`src/rtl/uart_addr_filter_pkg.sv`:
```
// Shared definitions for the receive address-match filter.
// Assumes two match channels; channel 0 is "A", channel 1 is "B".
package uart_addr_filter_pkg;

    localparam int NUM_MATCH = 2;
    localparam int SEL_W     = 2;

    // Register select codes seen on cfg_sel.
    typedef enum logic [SEL_W-1:0] {
        SEL_MATCH_A = 2'd0,
        SEL_MATCH_B = 2'd1,
        SEL_CTRL    = 2'd2,
        SEL_NONE    = 2'd3
    } cfg_sel_e;

endpackage

```
`src/rtl/uaf_cfg_regs.sv`:
```
// Configuration registers: two match values and two enables.
// Control word: enable A in bit DATA_W-1, enable B in bit DATA_W-2,
// remaining bits read zero. Assumes DATA_W >= 3.
module uaf_cfg_regs
    import uart_addr_filter_pkg::*;
#(
    parameter int DATA_W = 8
) (
    input  logic                               clk,
    input  logic                               rst_n,
    input  logic                               cfg_wr_en,
    input  logic [SEL_W-1:0]                   cfg_sel,
    input  logic [DATA_W-1:0]                  cfg_wdata,
    output logic [DATA_W-1:0]                  cfg_rdata,
    output logic [NUM_MATCH-1:0][DATA_W-1:0]   match_vals,
    output logic [NUM_MATCH-1:0]               match_en
);

    localparam int EN_A_BIT = DATA_W - 1;
    localparam int EN_B_BIT = DATA_W - 2;
    localparam int PAD_W    = DATA_W - 2;

    logic wr_a, wr_b, wr_ctrl;

    // Decode the write strobe per register.
    always_comb begin
        wr_a    = cfg_wr_en && (cfg_sel_e'(cfg_sel) == SEL_MATCH_A);
        wr_b    = cfg_wr_en && (cfg_sel_e'(cfg_sel) == SEL_MATCH_B);
        wr_ctrl = cfg_wr_en && (cfg_sel_e'(cfg_sel) == SEL_CTRL);
    end

    // Hold match value A.
    always_ff @(posedge clk) begin
        if (!rst_n)    match_vals[0] <= '0;
        else if (wr_a) match_vals[0] <= cfg_wdata;
    end

    // Hold match value B.
    always_ff @(posedge clk) begin
        if (!rst_n)    match_vals[1] <= '0;
        else if (wr_b) match_vals[1] <= cfg_wdata;
    end

    // Hold the two enable bits of the control word.
    always_ff @(posedge clk) begin
        if (!rst_n) begin
            match_en <= '0;
        end else if (wr_ctrl) begin
            match_en[0] <= cfg_wdata[EN_A_BIT];
            match_en[1] <= cfg_wdata[EN_B_BIT];
        end
    end

    // Return the selected register.
    always_comb begin
        unique case (cfg_sel_e'(cfg_sel))
            SEL_MATCH_A: cfg_rdata = match_vals[0];
            SEL_MATCH_B: cfg_rdata = match_vals[1];
            SEL_CTRL:    cfg_rdata = {match_en[0], match_en[1], {PAD_W{1'b0}}};
            default:     cfg_rdata = '0;
        endcase
    end

    // match values change only on a write strobe.
    assert_match_hold_R2: assert property (@(posedge clk) disable iff (!rst_n)
        !cfg_wr_en |=> $stable(match_vals));

    // enables change only on a write strobe.
    assert_enable_hold_R2: assert property (@(posedge clk) disable iff (!rst_n)
        !cfg_wr_en |=> $stable(match_en));

endmodule

```
`src/rtl/uaf_addr_cmp.sv`:
```
// Compares a character against every enabled match value.
// Purely combinational; the caller decides whether the character is an address.
module uaf_addr_cmp
    import uart_addr_filter_pkg::*;
#(
    parameter int DATA_W = 8
) (
    input  logic [DATA_W-1:0]                  char_in,
    input  logic [NUM_MATCH-1:0][DATA_W-1:0]   match_vals,
    input  logic [NUM_MATCH-1:0]               match_en,
    output logic                               hit
);

    logic [NUM_MATCH-1:0] hit_vec;

    // One equality comparator per match channel.
    for (genvar i = 0; i < NUM_MATCH; i++) begin : g_chan
        assign hit_vec[i] = match_en[i] && (char_in == match_vals[i]);
    end

    // Any enabled channel that matches accepts the character.
    assign hit = |hit_vec;

endmodule

```
`src/rtl/uaf_gate.sv`:
```
// Forwarding gate with session state. Address characters (MSB set) reload
// the session flag while filtering; data characters follow the flag.
// Accepted characters are registered into a one-cycle output pulse.
module uaf_gate #(
    parameter int DATA_W = 8
) (
    input  logic              clk,
    input  logic              rst_n,
    input  logic              filter_on,
    input  logic              hit,
    input  logic              rx_valid,
    input  logic [DATA_W-1:0] rx_data,
    output logic              out_valid,
    output logic [DATA_W-1:0] out_data
);

    localparam int MSB = DATA_W - 1;

    logic is_addr;
    logic session_ok;
    logic accept;

    // Classify the character and decide whether it passes.
    always_comb begin
        is_addr = rx_data[MSB];
        if (!filter_on) accept = 1'b1;
        else if (is_addr) accept = hit;
        else accept = session_ok;
    end

    // Session flag: reloaded by each filtered address character.
    always_ff @(posedge clk) begin
        if (!rst_n)
            session_ok <= 1'b0;
        else if (rx_valid && filter_on && is_addr)
            session_ok <= hit;
    end

    // Output register: one pulse per accepted character.
    always_ff @(posedge clk) begin
        if (!rst_n) begin
            out_valid <= 1'b0;
            out_data  <= '0;
        end else begin
            out_valid <= rx_valid && accept;
            if (rx_valid && accept) out_data <= rx_data;
        end
    end

    // a pulse is always caused by an input strobe one cycle earlier.
    assert_pulse_cause_R7: assert property (@(posedge clk) disable iff (!rst_n)
        out_valid |-> $past(rx_valid));

    // forwarded data is the character received one cycle earlier.
    assert_data_capture_R7: assert property (@(posedge clk) disable iff (!rst_n)
        out_valid |-> (out_data == $past(rx_data)));

    // without filtering every character comes out.
    assert_bypass_R3: assert property (@(posedge clk) disable iff (!rst_n)
        (rx_valid && !filter_on) |=> out_valid);

    // a filtered address character passes exactly when the comparator hits.
    assert_addr_hit_R5: assert property (@(posedge clk) disable iff (!rst_n)
        (rx_valid && filter_on && is_addr) |=> (out_valid == $past(hit)));

    // data after a failed or absent address match is dropped.
    assert_drop_data_R6: assert property (@(posedge clk) disable iff (!rst_n)
        (rx_valid && filter_on && !is_addr && !session_ok) |=> !out_valid);

    // the session flag moves only on a filtered address character.
    assert_flag_hold_R8: assert property (@(posedge clk) disable iff (!rst_n)
        !(rx_valid && filter_on && is_addr) |=> $stable(session_ok));

endmodule

```
`src/rtl/uart_addr_filter.sv`:
```
// Receive address-match filter for multidrop UART links.
// Assumes one character per rx_valid strobe and DATA_W >= 3.
// smartcard_mode high forces pass-through and freezes the session flag.
module uart_addr_filter
    import uart_addr_filter_pkg::*;
#(
    parameter int DATA_W = 8
) (
    input  logic              clk,
    input  logic              rst_n,
    input  logic              cfg_wr_en,
    input  logic [1:0]        cfg_sel,
    input  logic [DATA_W-1:0] cfg_wdata,
    output logic [DATA_W-1:0] cfg_rdata,
    input  logic              smartcard_mode,
    input  logic              rx_valid,
    input  logic [DATA_W-1:0] rx_data,
    output logic              out_valid,
    output logic [DATA_W-1:0] out_data
);

    logic [NUM_MATCH-1:0][DATA_W-1:0] match_vals;
    logic [NUM_MATCH-1:0]             match_en;
    logic                             hit;
    logic                             filter_on;

    // Filtering is active when any enable is set and smart-card mode is off.
    assign filter_on = (|match_en) && !smartcard_mode;

    uaf_cfg_regs #(.DATA_W(DATA_W)) u_regs (
        .clk        (clk),
        .rst_n      (rst_n),
        .cfg_wr_en  (cfg_wr_en),
        .cfg_sel    (cfg_sel),
        .cfg_wdata  (cfg_wdata),
        .cfg_rdata  (cfg_rdata),
        .match_vals (match_vals),
        .match_en   (match_en)
    );

    uaf_addr_cmp #(.DATA_W(DATA_W)) u_cmp (
        .char_in    (rx_data),
        .match_vals (match_vals),
        .match_en   (match_en),
        .hit        (hit)
    );

    uaf_gate #(.DATA_W(DATA_W)) u_gate (
        .clk        (clk),
        .rst_n      (rst_n),
        .filter_on  (filter_on),
        .hit        (hit),
        .rx_valid   (rx_valid),
        .rx_data    (rx_data),
        .out_valid  (out_valid),
        .out_data   (out_data)
    );

    // the output strobe is low in the cycle after reset.
    assert_reset_quiet_R1: assert property (@(posedge clk)
        !rst_n |=> !out_valid);

endmodule

```
`config.mk`:
```
export PLATFORM = sky130hd
export DESIGN_NAME = uart_addr_filter
export DESIGN_NICKNAME = d
export VERILOG_FILES = /design/src/rtl/uart_addr_filter_pkg.sv /design/src/rtl/uaf_cfg_regs.sv /design/src/rtl/uaf_addr_cmp.sv /design/src/rtl/uaf_gate.sv /design/src/rtl/uart_addr_filter.sv
export SDC_FILE = /design/constraint.sdc
export NUM_CORES = 1
export LEC_CHECK = 0
export BUFFER_PORTS_ARGS = -buffer_cell sky130_fd_sc_hd__buf_2
export CAP_MARGIN = 40
export CORE_MARGIN = 1.5
export CORE_UTILIZATION = 47
export CTS_CLUSTER_DIAMETER = 30
export CTS_CLUSTER_SIZE = 40
export DETAILED_ROUTE_END_ITERATION = 10
export MAX_ROUTING_LAYER = met4
export PLACE_DENSITY = 0.77
export SLEW_MARGIN = 30
export SYNTH_ARGS = -nofsm -noshare
export SYNTH_HDL_FRONTEND = slang
export SYNTH_HIERARCHICAL = 1
export SYNTH_SLANG_ARGS = --single-unit
```
`constraint.sdc`:
```
create_clock -name clk -period 1.6 [get_ports clk]
set_clock_uncertainty 0.1 [all_clocks]
set_input_delay 0 -clock clk [delete_from_list [all_inputs] [get_ports clk]]
set_output_delay 0 -clock clk [all_outputs]
set_load 0.01 [all_outputs]
```
# Word-level counts from Yosys, hierarchy flattened
# Index checks and enable logic that the tools add are counted.
[op_classes]
n_mul = 0
bitwise = 0
n_eq_ne = 4
shifts = 0
addsub = 0
div = 0
order_cmp = 0
n_mux = 3
n_reduce_logical = 13
[ops]
columns = ["operator", "n"]
rows = [
  ["$pmux 8 s3", 1],
  ["$eq 8x8->1", 2],
  ["$logic_and 1x1->1", 9],
  ["$reduce_or 2->1", 2],
  ["$eq 2x1->1 const B", 1],
  ["$eq 2x2->1 const B", 1],
  ["$logic_not 2->1", 1],
  ["$mux 1", 2],
  ["$logic_not 1->1", 1],
]
[word_totals]
out_inout_bits = 17
memories = 0
rom_bits = 0
ram_bits = 0
latchBits = 0
word_cells = 26
regBits = 28
in_bits = 23

# Longest topological paths before layout
[depth]
depth_word = 6
depth_mapped = 8
ltp_nobuf = 7

# By module
# Netlist, hierarchy kept.
[by_module_without_submodules]
columns = ["mod", "n_inst", "seq_area_each_um2", "area_per_inst_um2", "cells_each"]
rows = [
  ["uaf_cfg_regs", 1, 360.3, 827.0, 89],
  ["uaf_gate", 1, 200.2, 571.8, 63],
  ["uaf_addr_cmp", 1, 0.0, 178.9, 23],
  ["uart_addr_filter", 1, 0.0, 10.0, 1],
]

# Worst setup path before layout
# No wires, ideal clock.
[synth_path]
path_kind = "flip-flop to flip-flop"
from = "reg u_regs/match_vals[9] (netlist name)"
to = "reg u_gate.out_data[0]"
setup_ns = 0.129
required_ns = 1.371
n_path_buf = 1
setup_slack_ns = -0.122
path_stages_with_launch = 9
synth_period_minus_slack_ns = 1.722
t_arrival_ns = 1.493
path_cell_list = "dfxtp_1 -> xor2_1 -> nor4_1 -> nand3_1 -> o21ai_1 -> mux2i_4 -> buf_6 -> nand4_1 -> o211ai_1"
[synth_via]
elab_chain_len = 6
[synth_rtl]
columns = ["item", "line", "rtl"]
rows = [
  ["start: declaration", "uaf_cfg_regs.sv:15", "output logic [NUM_MATCH-1:0][DATA_W-1:0] match_vals,"],
  ["$eq 8x8->1", "uaf_addr_cmp.sv:18", "assign hit_vec[i] = match_en[i] && (char_in == match_vals[i]);"],
  ["$logic_and 1x1->1", "uaf_addr_cmp.sv:18", ""],
  ["$reduce_or 2->1", "uaf_addr_cmp.sv:22", "assign hit = |hit_vec;"],
  ["via hit", "uart_addr_filter.sv:24", "logic hit;"],
  ["$mux 1", "uaf_gate.sv:27", "else if (is_addr) accept = hit;"],
  ["$mux 1", "uaf_gate.sv:26", "if (!filter_on) accept = 1'b1;"],
  ["$logic_and 1x1->1", "uaf_gate.sv:46", "if (rx_valid && accept) out_data <= rx_data;"],
  ["end signal: assignment", "uaf_gate.sv:46", ""],
  ["end: declaration", "uaf_gate.sv:14", "output logic [DATA_W-1:0] out_data"],
]
# The timed path passes the listed nets, and every way through them passes these cells.
# A chain may end at the register's enable or synchronous reset.

# Final worst setup path
# Ends and elaborated chain as after synthesis.

==> results.yml <==
outcome:
  outcome: "complete, but fails checks"
  violations: "negative setup slack"
floorplanning:
  core_um2: 3130
  dieWidth_um: 61.1
  die_height_um: 61.1
  die_area_um2: 3740
  io_pins: 40
  num_rows: 20
  initial_core_util: 0.508
power:
  p_leak_nw: 1.00
  power_density_nw_per_um2: 658
  peakVddDrop_mv: 0.388
sta:
  tightest_slew_ns: 0.521
  setup_viol: 10
  max_freq_ghz: 0.573
  max-slew-margin-rel: 0.653
  min_period_ns: 1.75
  whs_ns: 0.0179
  final_hold_viol_count: 0
  period_share: 1.09
  drv_slew: 0
  rsz0062_at_grt: "true"
  worst_slack_ns: -0.146
global_routing:
  grt_pass1_vias: 1431
  antenna_found_initial: 0
  grt_pass1_wl_um: 6310
  grt.overflow.total: 0
  grt_util_all_layers: 0.232
  grt_max_degree: 31
setup_path:
  cp_slowest_cell: "dfxtp_2"
  worstSetupStartpoint: "u_regs/match_vals[9]"
  cp_num_buf_inv: 0
  start_kind: "register"
  slowest_delay_ns: 0.36
  r2r_setup_slack_ns: -0.15
  cp-end-kind: "register"
  crit_type: "reg2reg"
  worstPathRequired_ns: 1.72
  cp.arrival_ns: 1.86
  crit_chain: "xor2_1 -> nor4_1 -> nand3_1 -> o21ai_4 -> mux2i_4 -> nand4_1 -> o211ai_1"
  crit-reg2reg-launch: "u_regs/match_vals[9]"
  cp_top_family: "simple AND/OR/NAND/NOR gates"
  crit_path_max_fanout: 8
layout:
  final_common_cell: "buf_2"
  layout-drive-gt1-share: 0.271
  num-nets-final: 264
  diodes: 0
  area.growth.synth_to_final_pct: 33.3
  final_cell_mix: "buf_2 (39), mux2i_1 (27), nand2_1 (27), dfxtp_1 (26), dlygate4sd3_1 (17)"
  fin_util: 0.676
logic_synthesis:
  synth_edf_count: 0
  synth-seq-cells: 28
  syn_inst: 176
  syn_nets: 199
  async_flop_share: 0
  ys_seq_area_frac: 0.353
  syn-mean-instance-area_um2: 9.02
  netlist_area_um2: 1590
  synth_warnings: 6
  synth_ff_type: "dfxtp_1"
  synth_cell_type_count: 29
detailed_routing:
  drt_iter0_drc: 75
  wl_per_cell_um: 13.7
  dr.pass1.iters: 4
  drt_wl_total_um: 3880
  post-route-drc-count: 0
  vias_per_cell: 5.26
  via_count: 1495
  antenna_left: 0
run:
  drv_cap: 0
placement:
  place_congestion: 0.804
  dpl_worst_slack_ns: -0.0795
  hpwlAfterDp_um: 2600
  numPortBuffers: 39
clock_tree:
  clockBufferDepth: 2
  root_buffer: "clkbuf_4"
  clkTransAtPathRegs_ns: 0.16
  cts-buffers-inserted: 3
  cts_sinks: 28
  cts_tree: "yes"
  clock_latency_ns: 0.33
  h-tree-depth: 1
hold_path:
  hp-start: "rx_valid"
  hp-class: "in2reg"
==> power breakdown <==
part | leakage [nW] | internal, mW | total (mW) | switching [mW]
Clock | 0.0210 | 0.139 | 0.356 | 0.217
Combinational | 0.751 | 0.144 | 0.285 | 0.141
Sequential | 0.230 | 0.729 | 0.752 | 0.0229
Total | 1.00 | 1.01 | 1.39 | 0.381
==> repair_timing <==
action                                  CTS  global route
hold endpoints to repair                 25             0
endpoints found under the setup margin    9            10
buffers inserted                          0             1
hold buffers                             17             0
gates resized for setup                   2             0
cloned                                    1             0
pin swaps                                 9             1
==> cell usage after synthesis, drive strengths merged (2+ instances only) <==
| cell type | count | area (µm²) |
|---|---|---|
| a21boi | 2 | 15.0 |
| a31oi | 7 | 43.8 |
| and3b | 8 | 70.1 |
| buf | 10 | 65.1 |
| clkbuf | 3 | 11.3 |
| dfxtp | 28 | 561 |
| mux2i | 28 | 293 |
| nand2 | 27 | 101 |
| nand3 | 10 | 50.1 |
| nand4 | 8 | 50.1 |
| nor2 | 6 | 22.5 |
| nor2b | 3 | 18.8 |
| nor4 | 2 | 12.5 |
| o211ai | 7 | 52.6 |
| o2bb2ai | 2 | 17.5 |
| xnor2 | 5 | 43.8 |
| xor2 | 11 | 96.3 |
==> per-layer routing <==
layer	up-vias	wire length, µm	GRT usage
li1	759	-	-
met1	693	1810	0.290
met2	41	1870	0.391
met3	2	190	0.0315
met4	0	13	0.0683
met5	-	0	-
==> metrics by stage <==
stage	std cells	power [mW]	setup TNS, ns	cell area [µm²]
after floorplan	176	0.911	-0.109	1590
after global placement	261	1.01	-0.311	1880
after detailed placement	261	1.01	-0.547	1880
after CTS	283	1.40	-0.704	2110
after global routing	284	1.46	-1.95	2120
final	284	1.39	-1.09	2120
==> path summary, 6_finish.rpt <==
kind | depth (start not counted) | endpoint
max reg2reg | 7 | u_gate/out_data[0]
min | 2 | u_gate/out_valid
max | 7 | u_gate/out_data[0]
min reg2reg | 2 | u_regs/match_vals[13]
==> state kept, by name, indices dropped and copies added (netlist names) <==
register	cells
u_regs/match_en	2
u_regs/match_vals	16
u_gate/out_valid	1
u_gate/out_data	8
u_gate/session_ok	1
==> cell type report <==
class,count,area [µm²]
flip-flops and latches,28,563
multi-input cells,135,972
well taps,44,55.1
inverters,1,3.75
clock buffers,4,36.3
fillers,270,1010
repair buffers,72,485
==> cells by family (layout without fill, tap and decap cells) <==
logic type             count (synthesis)  after routing  synth area share
buffers and inverters                 14             77            0.0504
flip-flops                            28             28             0.353
AO/OA/AOI/OAI                         21             21            0.0977
XOR/XNOR                              16             16            0.0883
multiplexers                          28             29             0.184
AND/OR/NAND/NOR                       69             69             0.226
No activity file was read; power rests on OpenSTA's default activity.
